<file path="config.mk">
export PLATFORM = sky130hd
export DESIGN_NAME = banked_mem_decoder
export DESIGN_NICKNAME = d
export VERILOG_FILES = /design/src/rtl/bmd_pkg.sv /design/src/rtl/bmd_region_dec.sv /design/src/rtl/bmd_page_latch.sv /design/src/rtl/bmd_addr_map.sv /design/src/rtl/banked_mem_decoder.sv
export SDC_FILE = /design/constraint.sdc
export NUM_CORES = 1
export LEC_CHECK = 0
export ABC_AREA = 1
export BUFFER_PORTS_ARGS = -buffer_cell sky130_fd_sc_hd__buf_2
export CORE_MARGIN = 3
export CORE_UTILIZATION = 32
export CTS_BUF_LIST = sky130_fd_sc_hd__clkbuf_8 sky130_fd_sc_hd__clkbuf_16
export DETAILED_ROUTE_END_ITERATION = 16
export PLACE_DENSITY = 0.75
export SYNTH_ARGS = -nofsm -noshare
export SYNTH_HDL_FRONTEND = slang
export SYNTH_SLANG_ARGS = --single-unit
</file>
<file path="constraint.sdc">
create_clock -name clk -period 0.8 [get_ports clk]
set_input_delay 0.08 -clock clk [delete_from_list [all_inputs] [get_ports clk]]
set_output_delay 0.08 -clock clk [all_outputs]
set_load 0.03 [all_outputs]
</file>
<file path="src/rtl/bmd_pkg.sv">
package bmd_pkg;
    localparam int ADDR_W     = 16;
    localparam int DATA_W     = 8;
    localparam int PAGE_W     = 4;
    localparam int BANK_W     = 3;
    localparam int WIN_W      = 15;
    localparam int ROMWIN_W   = 12;
    localparam int RAM_ADDR_W = PAGE_W + WIN_W;
    localparam int ROM_ADDR_W = BANK_W + ROMWIN_W;

    localparam logic [ADDR_W-1:0] HI_BASE  = 16'h8000;
    localparam logic [ADDR_W-1:0] IO_BASE  = 16'hE000;
    localparam logic [ADDR_W-1:0] ROM_BASE = 16'hF000;
    localparam logic [PAGE_W-1:0] FIXED_PAGE = 4'd1;

    typedef enum logic [1:0] {
        RG_RAM_LO = 2'd0,
        RG_RAM_HI = 2'd1,
        RG_IO     = 2'd2,
        RG_ROM    = 2'd3
    } region_e;

    typedef struct packed {
        logic              led_n;
        logic [BANK_W-1:0] rom_bank;
        logic [PAGE_W-1:0] ram_page;
    } page_reg_t;
endpackage

</file>
<file path="src/rtl/bmd_region_dec.sv">
module bmd_region_dec
    import bmd_pkg::*;
(
    input  logic [ADDR_W-1:0] addr,
    output region_e           region
);
    always_comb begin
        if (addr < HI_BASE)       region = RG_RAM_LO;
        else if (addr < IO_BASE)  region = RG_RAM_HI;
        else if (addr < ROM_BASE) region = RG_IO;
        else                      region = RG_ROM;
    end
endmodule

</file>
<file path="src/rtl/bmd_page_latch.sv">
module bmd_page_latch
    import bmd_pkg::*;
(
    input  logic              clk,
    input  logic              rst_n,
    input  logic              load,
    input  logic [DATA_W-1:0] din,
    output page_reg_t         page_q
);
    page_reg_t page_d;

    always_comb begin
        page_d = page_q;
        if (load) page_d = page_reg_t'(din);
    end

    always_ff @(posedge clk or negedge rst_n) begin
        if (!rst_n) page_q <= '0;
        else        page_q <= page_d;
    end

    p_hold_r8: assert property (@(posedge clk) disable iff (!rst_n)
        !load |=> $stable(page_q));
    p_load_r7: assert property (@(posedge clk) disable iff (!rst_n)
        load |=> (page_q == $past(din)));
endmodule

</file>
<file path="src/rtl/bmd_addr_map.sv">
module bmd_addr_map
    import bmd_pkg::*;
(
    input  region_e               region,
    input  logic [WIN_W-1:0]      offs,
    input  page_reg_t             page,
    output logic                  ram_cs,
    output logic                  rom_cs,
    output logic                  io_cs,
    output logic [RAM_ADDR_W-1:0] ram_addr,
    output logic [ROM_ADDR_W-1:0] rom_addr
);
    always_comb begin
        ram_cs   = 1'b0;
        rom_cs   = 1'b0;
        io_cs    = 1'b0;
        ram_addr = '0;
        rom_addr = '0;
        unique case (region)
            RG_RAM_LO: begin
                ram_cs   = 1'b1;
                ram_addr = {page.ram_page, offs};
            end
            RG_RAM_HI: begin
                ram_cs   = 1'b1;
                ram_addr = {FIXED_PAGE, offs};
            end
            RG_IO: io_cs = 1'b1;
            RG_ROM: begin
                rom_cs   = 1'b1;
                rom_addr = {page.rom_bank, offs[ROMWIN_W-1:0]};
            end
            default: ;
        endcase
    end
endmodule

</file>
<file path="src/rtl/banked_mem_decoder.sv">
module banked_mem_decoder
    import bmd_pkg::*;
#(
    parameter logic [15:0] LATCH_ADDR = 16'hEF00
) (
    input  logic        clk,
    input  logic        rst_n,
    input  logic [15:0] cpu_addr,
    input  logic [7:0]  cpu_data,
    input  logic        cpu_rnw,
    input  logic        cpu_valid,
    output logic        ram_cs,
    output logic        rom_cs,
    output logic        io_cs,
    output logic [18:0] ram_addr,
    output logic [14:0] rom_addr,
    output logic        led_n
);
    region_e   region;
    page_reg_t page_q;
    logic      latch_load;
    logic      rnw_unused;

    // the load ignores the transfer direction on purpose
    assign rnw_unused = cpu_rnw;
    assign latch_load = cpu_valid && (cpu_addr == LATCH_ADDR);

    bmd_region_dec u_region (
        .addr   (cpu_addr),
        .region (region)
    );

    bmd_page_latch u_latch (
        .clk    (clk),
        .rst_n  (rst_n),
        .load   (latch_load),
        .din    (cpu_data),
        .page_q (page_q)
    );

    bmd_addr_map u_map (
        .region   (region),
        .offs     (cpu_addr[WIN_W-1:0]),
        .page     (page_q),
        .ram_cs   (ram_cs),
        .rom_cs   (rom_cs),
        .io_cs    (io_cs),
        .ram_addr (ram_addr),
        .rom_addr (rom_addr)
    );

    assign led_n = page_q.led_n;

    p_one_cs_r1: assert property (@(posedge clk) disable iff (!rst_n)
        $countones({ram_cs, rom_cs, io_cs}) == 1);
    p_upper_fixed_r3: assert property (@(posedge clk) disable iff (!rst_n)
        (cpu_addr >= 16'h8000 && cpu_addr < 16'hE000) |->
            (ram_cs && ram_addr[18:15] == 4'd1));
    p_vector_rom_r4: assert property (@(posedge clk) disable iff (!rst_n)
        (cpu_addr >= 16'hFFF0) |-> (rom_cs && rom_addr[11:0] == cpu_addr[11:0]));
    p_idle_addr_r9: assert property (@(posedge clk) disable iff (!rst_n)
        (!ram_cs |-> ram_addr == '0) and (!rom_cs |-> rom_addr == '0));
endmodule

</file>
==> results.txt, run 1 <==
Status: aborted with a tool error
Failed at: global routing (5_1_grt)
Error: [ERROR DPL-0033] detailed placement checks failed during check placement.
Die Y: 52.3 um
IO Port Bufs: 64
Syn Nets: 146
Netlist cell types: 13
Number of synthesized register bits: 8
Post-Syn Instances: 118
Post-DP Area: 1290 um^2
Clock root cell: clkbuf_8
Largest net degree at the start of global routing: 9
Place WS: -0.291 ns
Initial core utilization: 34.3%
CTS buffer count: 3
Synthesized area: 686 um^2
Initial antenna violation count: 0
Post-synthesis sequential area ratio: 29.2%
Post-GRT worst EP: ram_addr[15]
DP Wirelength: 1950 um
Warnings from Yosys: 0
Cell count after placement: 224
H-Tree Depth: 1
CTS sink cnt: 8
Gp weighted congestion: 0.700
Avg Cell Area, Syn: 5.81 um^2
Max Root-Sink Buffers: 2
# rows: 16
# IOs: 66
Die Wd: 52.3 um
Worst endpoint type: primary output
## synthesized netlist by cell type (all sizes together)
library cell / n / share of area [%]
a21boi: 1 / 1.1
inv: 35 / 19
nor2: 23 / 13
nand4: 8 / 7.3
o21ai: 1 / 0.73
a21oi: 1 / 0.73
nor3: 2 / 4.7
nand2: 36 / 20
nand3: 1 / 2.6
buf: 2 / 1.5
dfrtp: 8 / 29
## per-stage QoR
stage,utilization [%],hold slack [ns]
after floorplan,-,-0.216
after global placement,64.3,-0.0744
after detailed placement,64.3,-0.0665
after CTS,85.4,0.111
## cell families after synthesis
| logic type | Yosys count | synth area share, % |
|---|---|---|
| buffers and inverters | 37 | 20.6 |
| AND/OR/NAND/NOR | 70 | 47.6 |
| AO/OA/AOI/OAI | 3 | 2.55 |
| flip-flops | 8 | 29.2 |
## repair_timing
item,4_1_cts
hold buffers,1
endpoints found under the setup margin,44
hold endpoints to repair,8
pin swaps,3
gates cloned,2
buffers inserted,4
gates resized for setup,86
==> run 2, diff against run 1 <==
--- a/config.mk
+++ b/config.mk
@@ -7,11 +7,10 @@
 export LEC_CHECK = 0
 export ABC_AREA = 1
 export BUFFER_PORTS_ARGS = -buffer_cell sky130_fd_sc_hd__buf_2
-export CORE_MARGIN = 3
-export CORE_UTILIZATION = 32
-export CTS_BUF_LIST = sky130_fd_sc_hd__clkbuf_8 sky130_fd_sc_hd__clkbuf_16
+export CORE_AREA = 3 3 64 66
 export DETAILED_ROUTE_END_ITERATION = 16
-export PLACE_DENSITY = 0.75
+export DIE_AREA = 0 0 67 69
+export PLACE_DENSITY_LB_ADDON = 0.15
 export SYNTH_ARGS = -nofsm -noshare
 export SYNTH_HDL_FRONTEND = slang
 export SYNTH_SLANG_ARGS = --single-unit
==> constraint.sdc (replaced) <==
create_clock -name clk -period 1 [get_ports clk]
set_input_delay 0.1 -clock clk [delete_from_list [all_inputs] [get_ports clk]]
set_output_delay 0.1 -clock clk [all_outputs]
set_load 0.03 [all_outputs]
==> results.txt, run 2 <==
Status: finished, violations left
Failing checks: setup timing
CP cell instances: o21ai_1, inv_1, buf_6
Pre-antenna DRT Iters: 3
# IOs: 66
Initial antenna violation count: 0
Most frequent cells in the layout: nand2_1, buf_4, inv_1
Hold WC Path Type: in2reg
Area grow syn2layout: 115%
Slowest cell on crit path: dfrtp_1
Setup CP Type: reg2out
Worst Skew: 0 ns
Max-cap viol count: 0
Clk_lat worst skew: 0.22 ns
Avg Vias per Cell: 4.07
Post-synthesis sequential area ratio: 29.2%
CTS clk-pin slew, worst paths: 0.04 ns
Post-Syn Instances: 118
Largest net degree at the start of global routing: 17
RSZ-0062 raised after global routing: true
Max incr delay on CP: 0.37 ns
Post-synth EDFFs: 0
Max reg flops: 8
Crit path launch type: register
Warnings from Yosys: 0
Final #Nets: 228
Gp weighted congestion: 0.744
Layout cells sized above 1: 53.5%
Gr usage total: 9.52%
# rows: 22
Synth top area share: 29.2%
Syn Nets: 146
Clock root cell: clkbuf_8
TritonCTS clock tree: done
1st-iter DRT viols: 6
Setup TNS: -0.0166 ns
Top Registers: u_latch.page_q: 8 flops
Required time at the worst-slack endpoint: 0.90 ns
Worst reg2reg path depth: 3
Antenna Cells: 0
Max Root-Sink Buffers: 2
Global-route wire length before repair: 3610 um
Die Y: 69 um
Ys flop type: dfrtp_1
Avg Cell Area, Syn: 5.81 um^2
Area occupied by multi-input gates: 422 um^2
CTS buffer count: 3
Hold Path Depth: 3
Final Max Tran Viols: 0
Vias in the first global route: 870
Die Area: 4620 um^2
DP Wirelength: 1940 um
Sequential cell area: 200 um^2
Pwr Density: 769 nW/um^2
IO Port Bufs: 64
Commonest non-fill, non-tap cell in the layout: nand2_1
Routed len/inst: 10.4 um
Post-Route Utilization: 40.5%
Core Region: 3630 um^2
Leakage power: 0.901 nW
Fin crit share: 102%
GRT Residual Overflow: 0
Remaining routing DRC violations: 0
Setup-failing EPs final: 1
Fmax: 984 MHz
Min Tclk post-route: 1.02 ns
CTS sink cnt: 8
Die Wd: 67 um
Vias: 1000
Netlist cell types: 13
Detail Route Antenna Nets: 0
CP endpoint kind: output port
Cell accounting for the most synthesized area: dfrtp_1
Initial core utilization: 18.9%
Setup ws final: -0.0166 ns
Crit-path max FO: 2
Number of synthesized register bits: 8
Critical Path AT: 0.92 ns
Largest Register: u_latch.page_q
Share of async-settable or async-resettable flops after synthesis: 100%
Top cells by area, synth: dfrtp_1, inv_1, nand2_1
Worst vdd ir: 585 uV
Most frequent cells after synthesis: inv_1, nand2_1, nor2_1
Slew HR: 80.0%
Worst-Margin Slew: 0.299 ns
# fillers: 394
Final Hold Violating Endpoints: 0
H-Tree Depth: 1
Synthesized area: 686 um^2
Final WL: 2550 um
run 2: cell counts after synthesis:
No cell type changed its count.
run 2: power by group:
| part | internal [mW] | switching [mW] | total (mW) |
|---|---|---|---|
| Combinational | 0.177 | 0.254 | 0.430 |
| Clock | 0.260 | 0.116 | 0.376 |
| Sequential | 0.326 | 0.0000618 | 0.326 |
| Total | 0.762 | 0.370 | 1.13 |
run 2: layout make-up:
type,count,area share [%]
tap,48,4.08
sequential,8,13.6
timing repair buffer,79,41.8
multi-input combinational,73,28.7
inverter,35,9.10
clock buffer,3,2.81
run 2: cells by family (layout without fill, tap and decap cells):
kind of cell,count (synthesis),after routing,share of synthesized area [%]
simple gates,70,70,47.6
buf+inv,37,117,20.6
flops,8,8,29.2
compound gates,3,3,2.55
run 2: path summary, 6_finish.rpt:
path                                               start                            end  slack [ns]
hold reg to reg            u_latch.page_q[5]$_DFFE_PN0P_  u_latch.page_q[5]$_DFFE_PN0P_        0.47
min in group asynchronous                          rst_n  u_latch.page_q[6]$_DFFE_PN0P_        0.24
setup / recovery           u_latch.page_q[0]$_DFFE_PN0P_                   ram_addr[15]       -0.02
hold / removal                               cpu_data[1]  u_latch.page_q[1]$_DFFE_PN0P_        0.13
max in group asynchronous                          rst_n  u_latch.page_q[4]$_DFFE_PN0P_        0.60
setup reg to reg           u_latch.page_q[4]$_DFFE_PN0P_  u_latch.page_q[4]$_DFFE_PN0P_        0.28
run 2: through the flow:
stage               setup WS [ns]  std cells  power, mW  hold WS, ns  instance area, um^2
finish                    -0.0166        246       1.13        0.129                 1470
floorplan                 -0.0967        118      0.519       -0.196                  686
CTS                       -0.0447        244       1.10        0.127                 1280
detailed placement        -0.0625        239      0.685      -0.0487                 1160
global route              -0.0773        246       1.20        0.138                 1470
global placement          -0.0329        239      0.682      -0.0464                 1160
run 2: routing by layer:
| metal | wire, um | part of all wire (%) | up-vias | GRT usage (%) |
|---|---|---|---|---|
| met4 | 8 | 0.31 | 0 | 3.38 |
| met2 | 1300 | 51 | 49 | 17.4 |
| met3 | 290 | 11 | 2 | 1.79 |
| li1 | - | - | 503 | - |
| met5 | 0 | 0 | - | 0 |
| met1 | 949 | 37 | 446 | 10.6 |
run 2: what timing repair did:
action | 4_1_cts | 5_1_grt
endpoints found under the hold margin | 8 | 0
gates cloned | 0 | 1
pin swaps | 2 | 6
hold buffers | 1 | 0
setup buffers | 1 | 1
resized for setup | 22 | 67
endpoints found under the setup margin | 26 | 32
run 2: worst max-delay path: cells and delay by family (launching register included):
kind | cells | cell delay, ns
AO/OA/AOI/OAI | 1 | 0.13
buffers and inverters | 2 | 0.19
flip-flops | 1 | 0.37
Power figures use the tool's default switching activity.
==> run 3, diff against run 2 <==
--- a/config.mk
+++ b/config.mk
@@ -11,6 +11,7 @@
 export DETAILED_ROUTE_END_ITERATION = 16
 export DIE_AREA = 0 0 67 69
 export PLACE_DENSITY_LB_ADDON = 0.15
+export REMOVE_ABC_BUFFERS = 1
 export SYNTH_ARGS = -nofsm -noshare
 export SYNTH_HDL_FRONTEND = slang
 export SYNTH_SLANG_ARGS = --single-unit
==> results.txt, run 3 (synthesis results as in run 2) <==
Critical Path AT: 0.91 ns
Routed len/inst: 9.77 um
Remaining routing DRC violations: 0
Failing checks: setup timing
Slew HR: 84.1%
Die Wd: 67 um
GRT Residual Overflow: 0
H-Tree Depth: 1
Commonest non-fill, non-tap cell in the layout: nand2_1
DP Wirelength: 1940 um
Setup TNS: -0.0102 ns
Worst-Margin Slew: 0.238 ns
Largest Register: u_latch.page_q
CP endpoint kind: output port
Worst Skew: 0 ns
Required time at the worst-slack endpoint: 0.90 ns
Setup ws final: -0.0102 ns
Crit-path max FO: 2
1st-iter DRT viols: 19
Detail Route Antenna Nets: 0
CTS sink cnt: 8
Max Root-Sink Buffers: 2
Most frequent cells in the layout: nand2_1, inv_1, buf_2, buf_4, nor2_2
# rows: 22
Die Y: 69 um
Setup-failing EPs final: 1
Initial antenna violation count: 0
Fin crit share: 101%
Max reg flops: 8
Pwr Density: 748 nW/um^2
Fmax: 990 MHz
Antenna Cells: 0
# IOs: 66
Pre-antenna DRT Iters: 3
Area grow syn2layout: 121%
Setup CP Type: reg2out
TritonCTS clock tree: done
Max-cap viol count: 0
Clk_lat worst skew: 0.22 ns
CTS clk-pin slew, worst paths: 0.04 ns
Global-route wire length before repair: 3510 um
Status: finished, violations left
Clock root cell: clkbuf_8
Die Area: 4620 um^2
Final WL: 2430 um
RSZ-0062 raised after global routing: true
Min Tclk post-route: 1.01 ns
Post-DP Area: 1190 um^2
Initial core utilization: 18.9%
Final Hold Violating Endpoints: 0
Core Region: 3630 um^2
Final #Nets: 231
Gp weighted congestion: 0.719
IO Port Bufs: 64
Fin area: 1520 um^2
Largest net degree at the start of global routing: 17
Vias: 978
CTS buffer count: 3
Layout cells sized above 1: 54.7%
# fillers: 385
Avg Vias per Cell: 3.93
Top Registers: u_latch.page_q: 8 flops
Gr usage total: 9.26%
Vias in the first global route: 824
Final Max Tran Viols: 0
Hold WC Path Type: in2reg
Crit path launch type: register
Leakage power: 0.914 nW
Worst vdd ir: 642 uV
==> run 3: cell types whose count changed in the layout (fill, tap and decap cells not counted), sizes merged <==
| cell | change |
|---|---|
| buf | +4 |
| clkbuf | -1 |
==> run 3: area by class of cell <==
type	count	area, um^2	share of cell area, %
multi-input combinational	73	433	28.5
inverter	35	134	8.82
sequential	8	200	13.2
clock buffer	3	41.3	2.72
timing repair buffer	82	649	42.8
tap	48	60.1	3.96
==> run 3: layer usage <==
metal	vias to the layer above	wire length [um]	GRT usage [%]
met4	0	0	2.70
met2	49	1130	15.4
met5	-	0	0
met1	418	1010	11.5
li1	511	-	-
met3	0	300	2.44
==> run 3: stage by stage <==
stage / instances / setup WS, ns / utilization (%) / hold slack [ns] / power, mW
2_1_floorplan: 116 / -0.152 / - / -0.196 / 0.517
3_3_place_gp: 241 / -0.0493 / 32.8 / -0.0477 / 0.690
3_5_place_dp: 241 / -0.0722 / 32.8 / -0.0436 / 0.691
4_1_cts: 246 / -0.0173 / 36.1 / 0.131 / 1.10
5_1_grt: 249 / -0.0690 / 41.8 / 0.150 / 1.21
6_report: 249 / -0.0102 / 41.8 / 0.130 / 1.14
==> run 3: power breakdown <==
part | total (mW) | internal [mW] | switching, mW
logic | 0.434 | 0.180 | 0.254
clock network | 0.376 | 0.260 | 0.117
registers | 0.325 | 0.325 | 0.0000601
==> run 3: repair_timing <==
action,in CTS,in global routing
hold buffers,1,0
setup endpoints to repair,29,32
endpoints found under the hold margin,8,0
buffers inserted,1,2
gates cloned,0,1
pin swaps,0,6
gates resized for setup,26,60
==> run 3: worst paths after layout <==
kind / endpoint / start / slack (ns) / cells past startpoint
hold reg to reg: u_latch.page_q[7]$_DFFE_PN0P_ / u_latch.page_q[7]$_DFFE_PN0P_ / 0.47 / 2
max in group asynchronous: u_latch.page_q[4]$_DFFE_PN0P_ / rst_n / 0.58 / 2
setup reg to reg: u_latch.page_q[4]$_DFFE_PN0P_ / u_latch.page_q[4]$_DFFE_PN0P_ / 0.29 / 3
hold / removal: u_latch.page_q[2]$_DFFE_PN0P_ / cpu_data[2] / 0.13 / 3
min in group asynchronous: u_latch.page_q[3]$_DFFE_PN0P_ / rst_n / 0.25 / 2
setup / recovery: ram_addr[15] / u_latch.page_q[0]$_DFFE_PN0P_ / -0.01 / 3
==> run 3: worst max-delay path, stage by stage (launching register included) <==
cell and delay [ns]:
dfrtp_1 0.37, o21ai_1 0.12, inv_1 0.06, buf_6 0.13
==> run 4, diff against run 3 <==
--- a/config.mk
+++ b/config.mk
@@ -6,8 +6,9 @@
 export NUM_CORES = 1
 export LEC_CHECK = 0
 export ABC_AREA = 1
-export BUFFER_PORTS_ARGS = -buffer_cell sky130_fd_sc_hd__buf_2
+export BUFFER_PORTS_ARGS = -buffer_cell sky130_fd_sc_hd__clkbuf_2
 export CORE_AREA = 3 3 64 66
+export CTS_CLUSTER_SIZE = 12
 export DETAILED_ROUTE_END_ITERATION = 16
 export DIE_AREA = 0 0 67 69
 export PLACE_DENSITY_LB_ADDON = 0.15
==> constraint.sdc (replaced) <==
create_clock -name clk -period 1.3 [get_ports clk]
set_input_delay 0.13 -clock clk [delete_from_list [all_inputs] [get_ports clk]]
set_output_delay 0.13 -clock clk [all_outputs]
set_load 0.03 [all_outputs]
==> results.txt, run 4 (synthesis results as in run 2) <==
Status: finished clean
Gp weighted congestion: 0.721
# fillers: 423
Final Hold Violating Endpoints: 0
Initial core utilization: 18.9%
Crit. Startpoint: cpu_addr[13]
CP endpoint kind: output port
Fin crit share: 87.7%
Worst-Margin Slew: 0.352 ns
WHS Endpoint: u_latch.page_q[5]$_DFFE_PN0P_
Place WS: 0.135 ns
Setup ws final: 0.160 ns
Worst reg2reg path depth: 2
TritonCTS clock tree: done
Commonest non-fill, non-tap cell in the layout: clkbuf_2
Worst vdd ir: 472 uV
Die Y: 69 um
Final Non-Filler Cells: 238
RSZ-0062 raised after global routing: false
Setup CP Type: in2out
Final WL: 2200 um
Worst Skew: 0 ns
Largest net degree at the start of global routing: 17
Avg Vias per Cell: 3.90
Clock root cell: clkbuf_8
Setup-failing EPs final: 0
Max reg flops: 8
Hold Path Depth: 3
Die Wd: 67 um
Setup TNS: 0 ns
Most frequent cells in the layout: clkbuf_2, inv_1, nand2_1
GRT Residual Overflow: 0
Die Area: 4620 um^2
Required time at the worst-slack endpoint: 1.17 ns
Critical Path AT: 1.01 ns
Max-cap viol count: 0
Area grow syn2layout: 69.9%
Crit-path max FO: 16
Global-route wire length before repair: 3510 um
1st-iter DRT viols: 9
Fin area: 1160 um^2
Crit path launch type: input port
Slew HR: 76.5%
# rows: 22
Core Region: 3630 um^2
Detail Route Antenna Nets: 0
Final Max Tran Viols: 0
Layout cells sized above 1: 41.1%
Critical R2R Launch: u_latch.page_q[6]$_DFFE_PN0P_
WHS: 0.149 ns
Remaining routing DRC violations: 0
Design Power: 0.804 mW
Fmax: 877 MHz
Final #Nets: 220
Reg2reg setup slack: 0.71 ns
Initial antenna violation count: 0
Clk_lat worst skew: 0.23 ns
IO Port Bufs: 64
Largest Register: u_latch.page_q
Vias in the first global route: 840
Max Root-Sink Buffers: 2
CTS resizes: 0
CTS clk-pin slew, worst paths: 0.04 ns
Top Registers: u_latch.page_q: 8 flops
H-Tree Depth: 1
CTS buffer count: 3
Post-Route Utilization: 32.1%
Min Tclk post-route: 1.14 ns
Cell count after placement: 234
Hold wc startpoint: cpu_data[5]
Leakage power: 0.801 nW
CTS sink cnt: 8
Pwr Density: 690 nW/um^2
Routed len/inst: 9.24 um
Antenna Cells: 0
Pre-antenna DRT Iters: 2
Post-DP Area: 1110 um^2
Vias: 928
Critical R2R Capture: u_latch.page_q[6]$_DFFE_PN0P_
Gr usage total: 9.49%
# IOs: 66
DP Wirelength: 1900 um
Hold WC Path Type: in2reg
-- run 4: worst max-delay path by stage --
stage	end	slack [ns]	cells after the start
finish	rom_addr[8]	0.16	7
global route	rom_addr[14]	0.02	7
CTS	rom_addr[13]	0.14	7
detailed placement	rom_addr[13]	0.14	7
global placement	rom_addr[12]	0.18	7
floorplan	ram_addr[15]	0.09	5
-- run 4: repair_timing --
action | in CTS | in global routing
endpoints found under the hold margin | 8 | 0
setup buffers | 0 | 0
hold buffers | 1 | 0
-- run 4: power by group --
group | internal, mW | switching, mW
Sequential | 0.250 | 0.0000450
Clock | 0.200 | 0.0945
Combinational | 0.0855 | 0.173
-- run 4: layer usage --
| metal | up-vias | part of all wire, % | track usage [%] |
|---|---|---|---|
| met3 | 4 | 11 | 1.63 |
| met1 | 386 | 44 | 11.3 |
| met2 | 51 | 44 | 16.6 |
| met5 | - | 0 | 0 |
| li1 | 487 | - | - |
| met4 | 0 | 0.64 | 3.38 |
-- run 4: final cells by class --
class	instances	area (um^2)	area share, %
Sequential cell	8	200	17.2
Multi-Input combinational cell	73	344	29.5
Tap cell	48	60.1	5.16
Timing Repair Buffer	71	388	33.3
Clock buffer	3	41.3	3.54
Inverter	35	131	11.3
-- run 4: critical path, cell delays in order --
cell and delay [ns]:
clkbuf_2 0.09, inv_1 0.07, nor2_1 0.15, nand2_1 0.06
buf_4 0.19, nor2_1 0.10, clkbuf_2 0.21
